`src/rtl/tps_pkg.sv`:
```
`timescale 1ns/1ps
package tps_pkg;
  localparam int PHASE_CNT = 3;
  localparam int PHASE_W   = $clog2(PHASE_CNT);

  typedef logic [PHASE_W-1:0] phaseT;

  // Phase ownership: the video slot comes first, then the CPU read, then the CPU write.
  localparam phaseT PH_VID = phaseT'(0);
  localparam phaseT PH_RD  = phaseT'(1);
  localparam phaseT PH_WR  = phaseT'(PHASE_CNT - 1);

  typedef struct packed {
    logic bypass;      // schedule disabled
    logic selVid;      // address mux picks the video address
    logic vidRdStb;    // video read strobe this cycle
    logic cpuRdStb;    // CPU read strobe this cycle
    logic cpuWrStb;    // CPU write strobe this cycle
    logic vidCapture;  // SRAM data this cycle belongs to the video reader
    logic cpuCapture;  // SRAM data this cycle belongs to the CPU
    logic holdWait;    // keep the core stalled
  } stbT;
endpackage

```
`src/rtl/tps_ctrl.sv`:
```
`timescale 1ns/1ps
module tps_ctrl
  import tps_pkg::*;
(
  input  logic  clk,
  input  logic  rstN,
  input  logic  bypassEn,
  input  logic  cpuRead,
  input  logic  cpuWrite,
  input  logic  vidReq,
  output phaseT phase,
  output stbT   stb
);
  logic vidCapQ;
  logic cpuCapQ;
  logic lastPhase;

  assign lastPhase = (phase == PH_WR);

  always_ff @(posedge clk or negedge rstN) begin
    if (!rstN) begin
      phase   <= PH_VID;
      vidCapQ <= 1'b0;
      cpuCapQ <= 1'b0;
    end else begin
      phase   <= lastPhase ? PH_VID : phaseT'(phase + 1'b1);
      vidCapQ <= !bypassEn && (phase == PH_VID) && vidReq;
      cpuCapQ <= !bypassEn && (phase == PH_RD) && cpuRead;
    end
  end

  always_comb begin
    stb.bypass     = bypassEn;
    stb.selVid     = !bypassEn && (phase == PH_VID);
    stb.vidRdStb   = stb.selVid && vidReq;
    stb.cpuRdStb   = bypassEn ? cpuRead  : ((phase == PH_RD) && cpuRead);
    stb.cpuWrStb   = bypassEn ? cpuWrite : (lastPhase && cpuWrite);
    stb.vidCapture = vidCapQ && !bypassEn;
    stb.cpuCapture = cpuCapQ && !bypassEn;
    stb.holdWait   = !bypassEn && !lastPhase;
  end

  assert_phase_wrap_R1: assert property (@(posedge clk) disable iff (!rstN)
    (phase == PH_WR) |=> (phase == PH_VID));
  assert_phase_step_R1: assert property (@(posedge clk) disable iff (!rstN)
    (phase != PH_WR) |=> (phase == phaseT'($past(phase) + 1'b1)));
endmodule

```
`src/rtl/tps_datapath.sv`:
```
`timescale 1ns/1ps
module tps_datapath
  import tps_pkg::*;
#(
  parameter int ADDR_W = 16,
  parameter int DATA_W = 8
) (
  input  logic              clk,
  input  logic              rstN,
  input  stbT               stb,
  input  logic [ADDR_W-1:0] cpuAddr,
  input  logic [DATA_W-1:0] cpuDataOut,
  input  logic [ADDR_W-1:0] vidAddr,
  input  logic [DATA_W-1:0] sramRdData,
  output logic [ADDR_W-1:0] sramAddr,
  output logic [DATA_W-1:0] sramWrData,
  output logic              sramCe,
  output logic              sramWe,
  output logic              cpuWait,
  output logic [DATA_W-1:0] cpuDataIn,
  output logic [DATA_W-1:0] vidData,
  output logic              vidValid
);
  logic [DATA_W-1:0] vidDataQ;
  logic              vidValidQ;
  logic [DATA_W-1:0] cpuHoldQ;

  always_ff @(posedge clk or negedge rstN) begin
    if (!rstN) begin
      vidDataQ  <= '0;
      vidValidQ <= 1'b0;
      cpuHoldQ  <= '0;
    end else begin
      if (stb.vidCapture) vidDataQ <= sramRdData;
      vidValidQ <= stb.vidCapture;
      if (stb.cpuCapture) cpuHoldQ <= sramRdData;
    end
  end

  always_comb begin
    sramAddr   = stb.selVid ? vidAddr : cpuAddr;
    sramWrData = cpuDataOut;
    sramCe     = stb.vidRdStb | stb.cpuRdStb | stb.cpuWrStb;
    sramWe     = stb.cpuWrStb;
    cpuWait    = stb.holdWait;
    cpuDataIn  = (stb.bypass || stb.cpuCapture) ? sramRdData : cpuHoldQ;
    vidData    = vidDataQ;
    vidValid   = vidValidQ && !stb.bypass;
  end

  assert_vid_pulse_R6: assert property (@(posedge clk) disable iff (!rstN)
    vidValid |=> !vidValid);
endmodule

```
`src/rtl/tri_phase_sram_sched.sv`:
```
`timescale 1ns/1ps
module tri_phase_sram_sched
  import tps_pkg::*;
#(
  parameter int ADDR_W = 16,
  parameter int DATA_W = 8
) (
  input  logic              clk,
  input  logic              rstN,
  input  logic              bypassEn,
  input  logic [ADDR_W-1:0] cpuAddr,
  input  logic [DATA_W-1:0] cpuDataOut,
  input  logic              cpuRead,
  input  logic              cpuWrite,
  output logic              cpuWait,
  output logic [DATA_W-1:0] cpuDataIn,
  input  logic [ADDR_W-1:0] vidAddr,
  input  logic              vidReq,
  output logic [DATA_W-1:0] vidData,
  output logic              vidValid,
  output logic [ADDR_W-1:0] sramAddr,
  output logic [DATA_W-1:0] sramWrData,
  input  logic [DATA_W-1:0] sramRdData,
  output logic              sramCe,
  output logic              sramWe
);
  phaseT phase;
  stbT   stb;

  tps_ctrl u_ctrl (
    .clk      (clk),
    .rstN     (rstN),
    .bypassEn (bypassEn),
    .cpuRead  (cpuRead),
    .cpuWrite (cpuWrite),
    .vidReq   (vidReq),
    .phase    (phase),
    .stb      (stb)
  );

  tps_datapath #(.ADDR_W(ADDR_W), .DATA_W(DATA_W)) u_dp (
    .clk        (clk),
    .rstN       (rstN),
    .stb        (stb),
    .cpuAddr    (cpuAddr),
    .cpuDataOut (cpuDataOut),
    .vidAddr    (vidAddr),
    .sramRdData (sramRdData),
    .sramAddr   (sramAddr),
    .sramWrData (sramWrData),
    .sramCe     (sramCe),
    .sramWe     (sramWe),
    .cpuWait    (cpuWait),
    .cpuDataIn  (cpuDataIn),
    .vidData    (vidData),
    .vidValid   (vidValid)
  );

  assert_we_late_R5: assert property (@(posedge clk) disable iff (!rstN)
    sramWe |-> (bypassEn || phase == PH_WR));
  assert_wait_release_R2: assert property (@(posedge clk) disable iff (!rstN)
    (!bypassEn && !cpuWait) |=> (bypassEn || cpuWait));
  assert_cpu_data_held_R7: assert property (@(posedge clk) disable iff (!rstN)
    (!bypassEn && !$past(bypassEn) && phase != PH_WR) |-> (cpuDataIn == $past(cpuDataIn)));
  assert_bypass_no_wait_R8: assert property (@(posedge clk) disable iff (!rstN)
    bypassEn |-> !cpuWait);
endmodule

```
`config.mk`:
```
export PLATFORM = sky130hd
export DESIGN_NAME = tri_phase_sram_sched
export DESIGN_NICKNAME = d
export VERILOG_FILES = /design/src/rtl/tps_pkg.sv /design/src/rtl/tps_ctrl.sv /design/src/rtl/tps_datapath.sv /design/src/rtl/tri_phase_sram_sched.sv
export SDC_FILE = /design/constraint.sdc
export NUM_CORES = 1
export LEC_CHECK = 0
export CAP_MARGIN = 20
export CELL_PAD_IN_SITES_DETAIL_PLACEMENT = 1
export CELL_PAD_IN_SITES_GLOBAL_PLACEMENT = 1
export CORE_UTILIZATION = 40
export DETAILED_ROUTE_END_ITERATION = 7
export DONT_BUFFER_PORTS = 1
export PLACE_DENSITY_LB_ADDON = 0.1
export SLEW_MARGIN = 10
export SYNTH_ARGS = -nofsm -noshare
export SYNTH_HDL_FRONTEND = slang
export SYNTH_SLANG_ARGS = --single-unit
export TNS_END_PERCENT = 100
```
`constraint.sdc`:
```
create_clock -name clk -period 1.72 [get_ports clk]
set_clock_uncertainty 0.15 [all_clocks]
set_input_delay 0.258 -clock clk [delete_from_list [all_inputs] [get_ports clk]]
set_output_delay 0.258 -clock clk [all_outputs]
set_load 0.05 [all_outputs]
```
# [Yosys cells after proc, flatten, opt, wreduce, memory -nomap -nowiden]
# Index checks and enable logic that the tools add are counted.
[op_classes] addsub=1 n_eq_ne=2 muxes=5 n_bitwise=2 n_reduce_logical=14
[op_table] op="two-way mux 16 bit" count=1
[op_table] op="logical AND 1 bit" count=10
[op_table] op="two-way mux 8 bit" count=1
[op_table] op="adder 2 x 1 -> 2 bit (second input constant)" count=1
[op_table] op="equality test 2 x 1 -> 1 bit (second input constant)" count=1
[op_table] op="equality test 2 bit (second input constant)" count=1
[op_table] op="zero test 1 bit" count=2
[op_table] op="zero test 2 bit" count=1
[op_table] op="two-way mux 1 bit" count=2
[op_table] op="two-way mux 2 bit" count=1
[op_table] op="bitwise OR 1 bit" count=2
[op_table] op="logical OR 1 bit" count=1
[word_totals] reg_bits=21 out_inout_bits=44 word_cells=30

# [Depth between registers and ports, before layout]
# Gate-level depths: netlist (run 1).
[logic_depth] word_depth=5 mapped_depth=4 depth_no_buf=2

# [Hierarchy]
# Synthesis (run 1) repeated with hierarchy kept, for this count alone.
[hier_totals] hier_cells=90 area_unflattened_um2=1251.2
[modules_own_cells] mod="tps_datapath" instances=1 cells_per_inst=74 area_per_inst_um2=1068.5 seq_area_each_um2=425.4
[modules_own_cells] mod="tps_ctrl" instances=1 cells_per_inst=16 area_per_inst_um2=182.7 seq_area_each_um2=100.1

# [Least setup slack after synthesis (run 1)]
# No wires, ideal clock.
[synth_timing] path_type="register to output" startpoint="register u_ctrl.phase[1]" endpoint="output port sramAddr[0]" arrival_time_ns=1.387 required_time_ns=1.312 slack_ns=-0.075 path_stages_with_launch=5 path_cell_list="dfrtp_1 > buf_2 > nor3_4 > buf_12 > mux2_4"
[synth_via] elab_chain_len=3
[synth_rtl] element="start: declaration" line="tps_ctrl.sv:11" rtl="output phaseT phase,"
[synth_rtl] element="start signal: assignment" line="tps_ctrl.sv:26" rtl="phase <= lastPhase ? PH_VID : phaseT'(phase + 1'b1);"
[synth_rtl] element="zero test 2 bit" line="tps_ctrl.sv:34" rtl="stb.selVid = !bypassEn && (phase == PH_VID);"
[synth_rtl] element="logical AND 1 bit" line="tps_ctrl.sv:34"
[synth_rtl] element="two-way mux 16 bit" line="tps_datapath.sv:41" rtl="sramAddr = stb.selVid ? vidAddr : cpuAddr;"
[synth_rtl] element="end: declaration" line="tri_phase_sram_sched.sv:21" rtl="output logic [ADDR_W-1:0] sramAddr,"
# No other way between the ends.

# [Worst setup path after layout (run 1)]
[layout_timing] startpoint="register u_ctrl.phase[1]" endpoint="output port sramAddr[13]"
# The elaborated chain is that of the path after synthesis.

==> results of run 1 <==
critical path, stage by stage (launching register included):
cell and delay (ns):
dfrtp_2 0.44, nor3_4 0.19, buf_6 0.20, mux2_4 0.40
timing repair:
item                                    CTS  global route
setup buffers                             2             0
hold buffers                             11             0
endpoints found under the setup margin   27            28
hold endpoints to repair                 39             0
gates resized for setup                  21             4
pin swaps                                 1             0
cell families (layout without fill, tap and decap cells):
group           count (synthesis)  after routing  synth area share
buf+inv                        15             28            0.0926
compound gates                  2              2            0.0101
flops                          21             21             0.423
mux                            40             40             0.392
simple gates                   15             15            0.0825
layer usage:
metal / track usage / routed length [µm] / part of all wire / up-vias
met5: 0 / 0 / 0 / -
met4: 0.0272 / 19 / 0.0072 / 0
met3: 0.0603 / 187 / 0.071 / 4
met2: 0.286 / 1400 / 0.53 / 33
met1: 0.197 / 1040 / 0.39 / 376
li1: - / - / - / 343
sequential cells by signal, summed over array words and instances (netlist names):
name,count
u_dp.cpuHoldQ,8
u_dp.vidValidQ,1
u_ctrl.cpuCapQ,1
u_dp.vidData,8
u_ctrl.vidCapQ,1
u_ctrl.phase,2
final timing paths:
kind	slack, ns	end	from
hold / removal	0.32	u_dp.vidValidQ$_DFF_PN0_	bypassEn
setup / recovery	-0.21	sramAddr[13]	u_ctrl.phase[1]$_DFF_PN0_
setup reg to reg	0.09	u_ctrl.vidCapQ$_DFF_PN0_	u_ctrl.phase[1]$_DFF_PN0_
max in group asynchronous	0.40	u_ctrl.phase[0]$_DFF_PN0_	rstN
hold reg to reg	0.37	u_dp.cpuHoldQ[3]$_DFFE_PN0P_	u_dp.cpuHoldQ[3]$_DFFE_PN0P_
min in group asynchronous	0.39	u_dp.vidData[4]$_DFFE_PN0P_	rstN
placed cells by master (no fill, tap or decap), types with 3 or more instances in the layout:
master	n
buf_4	6
buf_6	5
dfrtp_1	19
mux2_2	16
mux2_4	24
clkbuf_4	3
dlygate4sd3_1	11
nor2b_1	3
layout make-up:
type | instances | area, µm²
sequential | 21 | 528
multi-input combinational | 57 | 681
fill | 285 | 1340
timing repair buffer | 23 | 231
clock buffer | 4 | 26.3
inverter | 1 | 3.75
tap | 31 | 38.8
where the power goes:
| group | total, W | switching, W | internal (W) | leakage (nW) |
|---|---|---|---|---|
| sequential | 0.000723 | 0.000163 | 0.000560 | 0.254 |
| combinational | 0.000401 | 0.000244 | 0.000157 | 0.416 |
| clock | 0.000230 | 0.000139 | 0.0000903 | 0.0150 |
| total | 0.00135 | 0.000547 | 0.000808 | 0.685 |
stage by stage:
stage	instance area [µm²]	utilization	setup slack (ns)	setup TNS [ns]	instances
CTS	1490	0.522	-0.228	-4.79	137
detailed placement	1260	0.441	0.0572	0	120
floorplan	1250	-	-0.0587	-0.587	93
finish	1510	0.529	-0.209	-4.07	137
global placement	1260	0.441	0.0916	0	120
global route	1510	0.529	-0.280	-6.02	137
==> summary.txt, run 1 <==
Floorplanning
  • Core area: approximately 2900 µm²
  • Starting Density: 0.436
  • # IOs: 98
  • Die ar.: about 3300 µm²
  • Chip width: approximately 58 µm
  • Num rows: 19
  • Chip height: a little under 60 µm

Route
  • Initial DRC count: 23
  • Drt pass-1 iters: 6
  • Final ANT Viol Nets: 0
  • Vias per inst: about 5.5
  • Via count: ~760
  • Routed len/inst: just under 20 µm
  • DR DRC count: 6
  • Routed WL: 2.65 mm

Final layout
  • Synth-to-layout area growth: 21.3%
  • Nets: 161
  • Share of layout cells above drive strength 1: 0.575
  • Diodes inserted: 0

CTS
  • CTS tree: yes
  • Clock root cell: clkbuf_4
  • Clock latency on the worst-skew pair: a little under 0.3 ns
  • Clk slew on worst S/H paths: between 0.1 and 0.15 ns
  • Num CTS Buffers: 3
  • Max H-tree Level: 1
  • Clock Path Buffers: 2
  • TritonCTS Sinks: 21

Synth
  • EDFF count, synth: 0
  • Syn_area_per_cell: around 13 µm²
  • Synth cell types: 20
  • Post-synthesis register bit count: 21
  • Top-count cell post-synth: mux2_2
  • Yosys top cell by area: dfrtp_1
  • Main synth FF type: dfrtp_1
  • Seq/Total Area, Yosys: 0.423
  • Synthesized area: between 1000 and 1500 µm²
  • Post-synth top area share: 0.423
  • Syn. warnings: 0
  • Synth top cells by count: 30 x mux2_2, 21 x dfrtp_1, 10 x mux2_4
  • Largest cells by area after synthesis: dfrtp_1 42%, mux2_2 27%, mux2_4 12%, buf_4 4.8%, buf_12 1.6%
  • Post-synth net total: ~150
  • Mapped Cells: 93
  • Ys async rst share: 1.00

Job
  • Max cap viols: 0

Timing
  • Final hold violation count: 0
  • Final hold slack: between 0.3 and 0.4 ns
  • Max Fclk: 518 MHz
  • Worst-Margin Slew: about 0.94 ns
  • Relative slew margins: 0.371
  • Crit share post-route: 1.12
  • RSZ-0062 raised after global routing: yes
  • Crit path time final: 1.93 ns
  • Max-slew violations: 0
  • Endpoints failing setup: 27
  • Setup WS post-layout: -0.209 ns

Critical path
  • Critical Path RT: between 1 and 1.5 ns
  • Crit path DAT: about 1.5 ns
  • Endpoint type of the worst setup path: primary output
  • Startpoint types: flip-flop
  • Worst r2r path cells: 3
  • Crit path max fanout: 10
  • CP Class: flip-flop to primary output

Min path
  • Hold path depth: 2
  • Hold/Removal Path Class: input port to flip-flop

Outcome
  • Status: finished with violations
  • Failing checks: design-rule violations, negative setup slack

Power and ir drop
  • Final total power: 0.00135 W
  • Worst VDD drop: 0.504 mV
  • Leak: approximately 0.68 nW
  • Power density over the cells: ~900 nW/µm²

Global routing
  • First-pass GRT wire length: about 4.2 mm
  • GR Util All Layers: 0.164
  • Antenna violations before repair: 0
  • Number of global-route vias before repair: about 880
  • Largest net degree at the start of global routing: 22
  • GRT overflow: 0

Placement
  • Port bufs: 0
  • Final Wtd Congestion: about 0.75
  • Hpwl dp: 1.93 mm
No activity file was read; power rests on OpenSTA's default activity.
==> inputs of run 2 (changes only) <==
Settings changed: RECOVER_POWER set to 100.
==> run 2 against run 1 <==
Worst setup slack did not move. Sequential share of layout area up 0.058 points. Flip-flop and latch count stayed put. First-iteration DRC count unchanged. Clock power barely moved. Wire length is the same. Highest routed layer unchanged. The run still ends with design-rule violations, negative setup slack left. Global-route usage is the same. Core utilization decreased by 0.088 points. Maximum frequency unchanged. Critical path type unchanged.
==> summary.txt, run 2 (same netlist as run 1, synthesis figures left out) <==
Outcome
  • Status: finished with violations
  • Failing checks: design-rule violations, negative setup slack

CTS
  • Max H-tree Level: 1 (unchanged)
  • TritonCTS Sinks: 21 (unchanged)
  • CTS tree: yes
  • Clk slew on worst S/H paths: 0.11 ns (about the same)
  • Clock Path Buffers: 2 (unchanged)
  • Num CTS Buffers: 3 (unchanged)
  • Clock latency on the worst-skew pair: 0.29 ns (about the same)
  • Clock root cell: clkbuf_4

Min path
  • Hold Crit Endpoint: u_dp.vidValidQ$_DFF_PN0_
  • Hold/Removal Path Class: input port to flip-flop
  • Worst hold path startpoint: bypassEn
  • Hold path depth: 2 (unchanged)

Global routing
  • First-pass GRT wire length: 4.18 mm (unchanged)
  • GRT overflow: 0 (unchanged)
  • Largest net degree at the start of global routing: 22 (unchanged)
  • GR Util All Layers: 0.164 (unchanged)
  • Number of global-route vias before repair: 878 (unchanged)
  • Antenna violations before repair: 0 (unchanged)

Route
  • Routed WL: 2.65 mm (unchanged)
  • Top Metal Used: met4
  • Routed wl met2: 1.40 mm (about the same)
  • Initial DRC count: 23 (unchanged)
  • Via count: 756 (unchanged)
  • Routed len/inst: 19.4 µm (unchanged)
  • Metal1 wirelength: 1.04 mm (unchanged)
  • DR DRC count: 6 (unchanged)
  • Final ANT Viol Nets: 0 (unchanged)
  • Vias per inst: 5.52 (unchanged)
  • Drt pass-1 iters: 6 (unchanged)
  • Met3 WL: 187 µm (unchanged)

Critical path
  • Crit path max fanout: 10 (unchanged)
  • Startpoint types: flip-flop
  • Reg2reg setup slack: 0.09 ns (about the same)
  • Endpoint type of the worst setup path: primary output
  • RR Startpoint: u_ctrl.phase[1]$_DFF_PN0_
  • CP Class: flip-flop to primary output
  • Reg2reg end: u_ctrl.vidCapQ$_DFF_PN0_
  • Worst r2r path cells: 3 (unchanged)
  • Critical Path RT: 1.31 ns (about the same)
  • Crit path DAT: 1.52 ns (about the same)

Timing
  • Relative slew margins: 0.371 (about the same)
  • Crit share post-route: 1.12 (unchanged)
  • Worst-Margin Slew: 0.940 ns (-0.00000352 ns)
  • Endpoints failing setup: 27 (unchanged)
  • Setup WS post-layout: -0.209 ns (unchanged)
  • Final hold violation count: 0 (unchanged)
  • Max Fclk: 518 MHz (unchanged)
  • Crit path time final: 1.93 ns (unchanged)
  • Max-slew violations: 0 (unchanged)
  • Final hold slack: 0.323 ns (-0.0000110 ns)
  • RSZ-0062 raised after global routing: yes

Final layout
  • Non-Filler Instances: 137 (unchanged)
  • Most common cell after layout, fill and taps aside: mux2_4
  • Synth-to-layout area growth: 21.1%
  • Most frequent cells in the layout: 24 x mux2_4, 19 x dfrtp_1, 16 x mux2_2, 11 x dlygate4sd3_1, 5 x buf_6
  • Diodes inserted: 0 (unchanged)
  • Nets: 161 (unchanged)
  • Share of layout cells above drive strength 1: 0.575 (unchanged)

Power and ir drop
  • Final total power: 0.00135 W (unchanged)
  • Sw frac: 0.404 (unchanged)
  • Worst VDD drop: 0.504 mV (unchanged)
  • Seq pwr share: 0.534 (about the same)
  • Power density over the cells: 899 nW/µm² (+0.17%)
  • Comb pwr share: 0.296 (about the same)
  • Leak: 0.683 nW (-0.20%)
  • Cell-internal power: 0.000808 W (unchanged)
  • Total net switching power: 0.000547 W (unchanged)
  • Clock power frac: 0.170 (about the same)

Placement
  • Hpwl dp: 1.93 mm (unchanged)
  • Port bufs: 0 (unchanged)
  • Final Wtd Congestion: 0.747 (unchanged)
  • Placed Instances: 120 (unchanged)

Floorplanning
  • Chip height: 57.8 µm (unchanged)
  • # IOs: 98 (unchanged)
  • Core area: 2850 µm² (unchanged)
  • Die ar.: 3340 µm² (unchanged)
  • Chip width: 57.8 µm (unchanged)
  • Starting Density: 0.436 (unchanged)
  • Num rows: 19 (unchanged)

Job
  • Max cap viols: 0 (unchanged)
==> run 2: power by group through the flow <==
stage,Clock [W],Combinational [W],Sequential (W)
6_report,0.000230,0.000401,0.000723
5_1_grt,0.000260,0.000422,0.000733
4_1_cts,0.000247,0.000404,0.000724
3_5_place_dp,0,0.000344,0.000733
3_3_place_gp,0,0.000341,0.000729
2_1_floorplan,0,0.000370,0.000721
==> run 2: metal layers <==
metal / up-vias / track usage
met3: 4 / 0.0603
met5: - / 0
met1: 376 / 0.197
met4: 0 / 0.0272
met2: 33 / 0.286
li1: 343 / -
==> run 2: worst max-delay path: stages (launching register included) <==
cell     delay (ns)
dfrtp_2        0.44
nor3_4         0.19
buf_6          0.20
mux2_4         0.40
==> run 2: timing repair <==
action                                 in CTS  in global routing
endpoints found under the hold margin      39                  0
pin swaps                                   1                  0
buffers inserted                            2                  0
hold buffers                               11                  0
gates cloned                                0                  0
setup endpoints to repair                  27                 28
gates resized for setup                    21                  4
==> run 2: through the flow <==
stage	worst slack, ns	TNS, ns	utilization	cell area, µm²
after floorplan	-0.0587	-0.587	-	1250
after global placement	0.0916	0	0.441	1260
after detailed placement	0.0572	0	0.441	1260
after CTS	-0.228	-4.79	0.522	1490
after global routing	-0.280	-6.01	0.528	1510
final	-0.209	-4.06	0.528	1510
==> run 2: how the worst max path moves through the flow <==
stage,from,endpoint,slack [ns]
after floorplan,u_ctrl.phase[1]$_DFF_PN0_,sramAddr[0],-0.06
after global placement,u_ctrl.phase[1]$_DFF_PN0_,sramCe,0.09
after detailed placement,u_ctrl.phase[1]$_DFF_PN0_,sramAddr[13],0.06
after CTS,u_ctrl.phase[1]$_DFF_PN0_,sramAddr[13],-0.23
after global routing,u_ctrl.phase[1]$_DFF_PN0_,sramAddr[7],-0.28
final,u_ctrl.phase[1]$_DFF_PN0_,sramAddr[13],-0.21
==> run 2: area by class of cell <==
cell class | count | area, µm²
Inverter | 1 | 3.75
Sequential cell | 21 | 528
Clock buffer | 4 | 26.3
Fill cell | 286 | 1350
Timing Repair Buffer | 23 | 229
Tap cell | 31 | 38.8
Multi-Input combinational cell | 57 | 681
==> inputs of run 3 (changes only) <==
Settings changed: ABC_AREA set to 1, CORE_UTILIZATION 40 to 36.
==> run 3 against run 2 <==
The flow finishes with violations (negative setup slack). Clock power barely moved. Critical path depth up 2. Power grew 9.9%. Hold slack got worse by 0.28 ns. Cell count grew 77%. Sequential share of layout area is 8.3 points lower. Register-to-register slack gained 0.33 ns. Largest power group unchanged.
==> summary.txt, run 3 <==
Outcome
  • Status: finished with violations
  • Failing checks: negative setup slack

Floorplanning
  • Core area: 3130 µm² (+9.6%)
  • Starting Density: 0.390 (-0.0460)
  • Die ar.: 3630 µm² (+8.7%)
  • Chip height: 60.2 µm (+4.2%)
  • Chip width: 60.2 µm (+4.2%)
  • # IOs: 98 (unchanged)
  • Num rows: 20 (+1)

Power and ir drop
  • Comb pwr share: 0.367 (+0.071)
  • Leak: 0.980 nW (+43%)
  • Cell-internal power: 0.000873 W (+8.1%)
  • Power density over the cells: 754 nW/µm² (-16%)
  • Worst VDD drop: 0.695 mV (+38%)
  • Clock power frac: 0.157 (-0.013)
  • Sw frac: 0.413 (+0.00954)
  • Seq pwr share: 0.477 (-0.057)
  • Total net switching power: 0.000615 W (+12%)
  • Final total power: 0.00149 W (+9.9%)

Synth
  • Post-synth net total: 219 (+49%)
  • Seq/Total Area, Yosys: 0.431 (+0.00823)
  • Post-synth top area share: 0.431 (+0.00823)
  • Mux contribution to synthesized area: 0 (-0.392)
  • Synth cell types: 15 (-25%)
  • Synth Area in Simple Gates: 0.321 (+0.239)
  • Ys async rst share: 1.00 (unchanged)
  • Yosys top cell by area: dfrtp_1
  • Synth Area in Compound Gates: 0.0985 (+0.0884)
  • Synth top cells by count: 62 x nand2_1, 21 x dfrtp_1, 18 x nand3_1
  • Main synth FF type: dfrtp_1
  • Post-synthesis register bit count: 21 (unchanged)
  • Synthesized area: 1220 µm² (-1.9%)
  • Mapped Cells: 165 (+77%)
  • Syn_area_per_cell: 7.39 µm² (-45%)
  • Syn. warnings: 0 (unchanged)
  • Largest family of logic cells by synthesized area: simple AND/OR/NAND/NOR gates
  • Post-synthesis adder-cell area fraction: 0 (unchanged)
  • Top-count cell post-synth: nand2_1
  • Largest cells by area after synthesis: dfrtp_1 43%, nand2_1 19%, nand3_1 7.4%, o21ai_1 6.6%, buf_4 6.2%
  • EDFF count, synth: 0 (unchanged)
  • Post-Synth XOR/XNOR Area: 0 (unchanged)

Final layout
  • Share of layout cells above drive strength 1: 0.419 (-0.156)
  • Nets: 253 (+57%)
  • Most common cell after layout, fill and taps aside: nand2_1
  • Post-layout util: 0.631 (+0.103)
  • Most frequent cells in the layout: 36 x nand2_1, 25 x nand2_2, 21 x buf_12, 19 x dfrtp_1, 17 x nand3_1
  • Post-layout instance area: 1970 µm² (+31%)
  • Filler cells: 360 (+26%)
  • Diodes inserted: 0 (unchanged)
  • Synth-to-layout area growth: 61.7%

CTS
  • CTS tree: yes
  • Clock Path Buffers: 2 (unchanged)
  • TritonCTS Sinks: 21 (unchanged)
  • Clk slew on worst S/H paths: 0.11 ns (about the same)
  • Clock latency on the worst-skew pair: 0.30 ns (about the same)
  • Clock root cell: clkbuf_4
  • Num CTS Buffers: 3 (unchanged)
  • Max H-tree Level: 1 (unchanged)

Timing
  • Setup TNS Final: -2.56 ns (+1.50 ns)
  • Max Fclk: 534 MHz (+3.0%)
  • Worst-Margin Slew: 0.952 ns (+0.0120 ns)
  • RSZ-0062 raised after global routing: yes
  • Endpoints failing setup: 27 (unchanged)
  • Relative slew margins: 0.363 (-0.00803)
  • Final hold violation count: 0 (unchanged)
  • Max-slew violations: 0 (unchanged)
  • Crit path time final: 1.87 ns (-0.0561 ns)
  • Setup WS post-layout: -0.153 ns (+0.0561 ns)
  • Crit share post-route: 1.09 (-0.0326)

Global routing
  • GRT overflow: 0 (unchanged)
  • Number of global-route vias before repair: 1286 (+46%)
  • Antenna violations before repair: 0 (unchanged)
  • Largest net degree at the start of global routing: 23 (+4.5%)
  • First-pass GRT wire length: 5.66 mm (+35%)
  • GR Util All Layers: 0.209 (+0.0451)

Critical path
  • Endpoint type of the worst setup path: primary output
  • Crit path DAT: 1.47 ns (-0.05 ns)
  • Reg2reg setup slack: 0.42 ns (+0.33 ns)
  • CP Class: flip-flop to primary output
  • Crit path max fanout: 10 (unchanged)
  • Startpoint types: flip-flop
  • Critical Path RT: 1.31 ns (about the same)

Placement
  • Final Wtd Congestion: 0.689 (-7.8%)
  • Hpwl dp: 2.51 mm (+30%)
  • Port bufs: 0 (unchanged)
  • Post-placement cell area: 1640 µm² (+30%)

Route
  • Initial DRC count: 34 (+48%)
  • Routed WL: 3.80 mm (+43%)
  • Vias per inst: 4.95 (-10%)
  • DR DRC count: 0 (-6)
  • Routed len/inst: 15.7 µm (-19%)
  • Final ANT Viol Nets: 0 (unchanged)
  • Drt pass-1 iters: 2 (-4)
  • Via count: 1198 (+58%)

Job
  • Max cap viols: 0 (unchanged)

Min path
  • Hold/Removal Path Class: input port to flip-flop
[run 3: cell types whose count changed in the layout (fill, tap and decap cells not counted), sizes merged, moves of 2 or more]
cell	change
inv	+15
buf	+25
nor3	-2
nand3	+18
dlygate4sd3	-2
clkbuf	-2
o21ai	+23
nand2	+65
nand2b	-2
nand3b	-2
nor2b	-3
mux2	-40
[run 3: worst paths after layout]
check,endpoint,cells past startpoint,startpoint
max,sramAddr[11],5,u_ctrl.phase[0]$_DFF_PN0_
min,u_dp.cpuHoldQ[4]$_DFFE_PN0P_,2,sramRdData[4]
max reg2reg,u_dp.cpuHoldQ[0]$_DFFE_PN0P_,5,u_ctrl.cpuCapQ$_DFF_PN0_
min reg2reg,u_ctrl.phase[0]$_DFF_PN0_,1,u_ctrl.phase[0]$_DFF_PN0_
max in group asynchronous,u_ctrl.phase[1]$_DFF_PN0_,1,rstN
min in group asynchronous,u_dp.cpuHoldQ[4]$_DFFE_PN0P_,1,rstN
[run 3: final cells by class]
cell class                 count  area, µm²  share of cell area
multi-input combinational    112        651               0.330
inverter                      17       67.6              0.0342
tap                           44       55.1              0.0279
timing repair buffer          44        646               0.327
clock buffer                   4       26.3              0.0133
sequential                    21        528               0.268
[run 3: worst max-delay path, stage by stage, from the launching register on]
cell and delay [ns]:
dfrtp_2 0.46, nor2_8 0.18, buf_6 0.16, nand3_1 0.10
nand2_2 0.13, buf_12 0.14
[run 3: cell families after synthesis]
group / Yosys count
buffers and inverters: 32
AO/OA/AOI/OAI: 24
AND/OR/NAND/NOR: 88
flip-flops: 21
[run 3: through the flow]
stage          std cells  setup WS (ns)  hold slack [ns]
2_1_floorplan        165         -0.363           -0.188
3_3_place_gp         223          0.153           -0.187
3_5_place_dp         223          0.108           -0.187
4_1_cts              239         -0.130          0.00378
5_1_grt              242         -0.230           0.0412
6_report             242         -0.153           0.0398
[run 3: routing by layer]
| layer | up-vias | global-route usage | share of wire |
|---|---|---|---|
| met5 | - | 0 | 0 |
| met4 | 0 | 0.0266 | 0.0045 |
| met3 | 4 | 0.0519 | 0.061 |
| met2 | 52 | 0.397 | 0.56 |
| met1 | 566 | 0.236 | 0.37 |
| li1 | 576 | - | - |
[run 3: what timing repair did]
action                                  in CTS  in global routing
buffers inserted                             3                  2
endpoints found under the setup margin      27                 27
hold buffers                                 8                  1
pin swaps                                    2                  1
cloned                                       1                  0
gates resized for setup                     47                 10
hold endpoints to repair                    32                  1
[run 3: power groups by stage]
stage	sequential (W)	combinational, W	clock, W
6_report	0.000709	0.000546	0.000233
5_1_grt	0.000718	0.000579	0.000265
4_1_cts	0.000706	0.000534	0.000244
3_5_place_dp	0.000710	0.000462	0
3_3_place_gp	0.000704	0.000451	0
2_1_floorplan	0.000697	0.000324	0
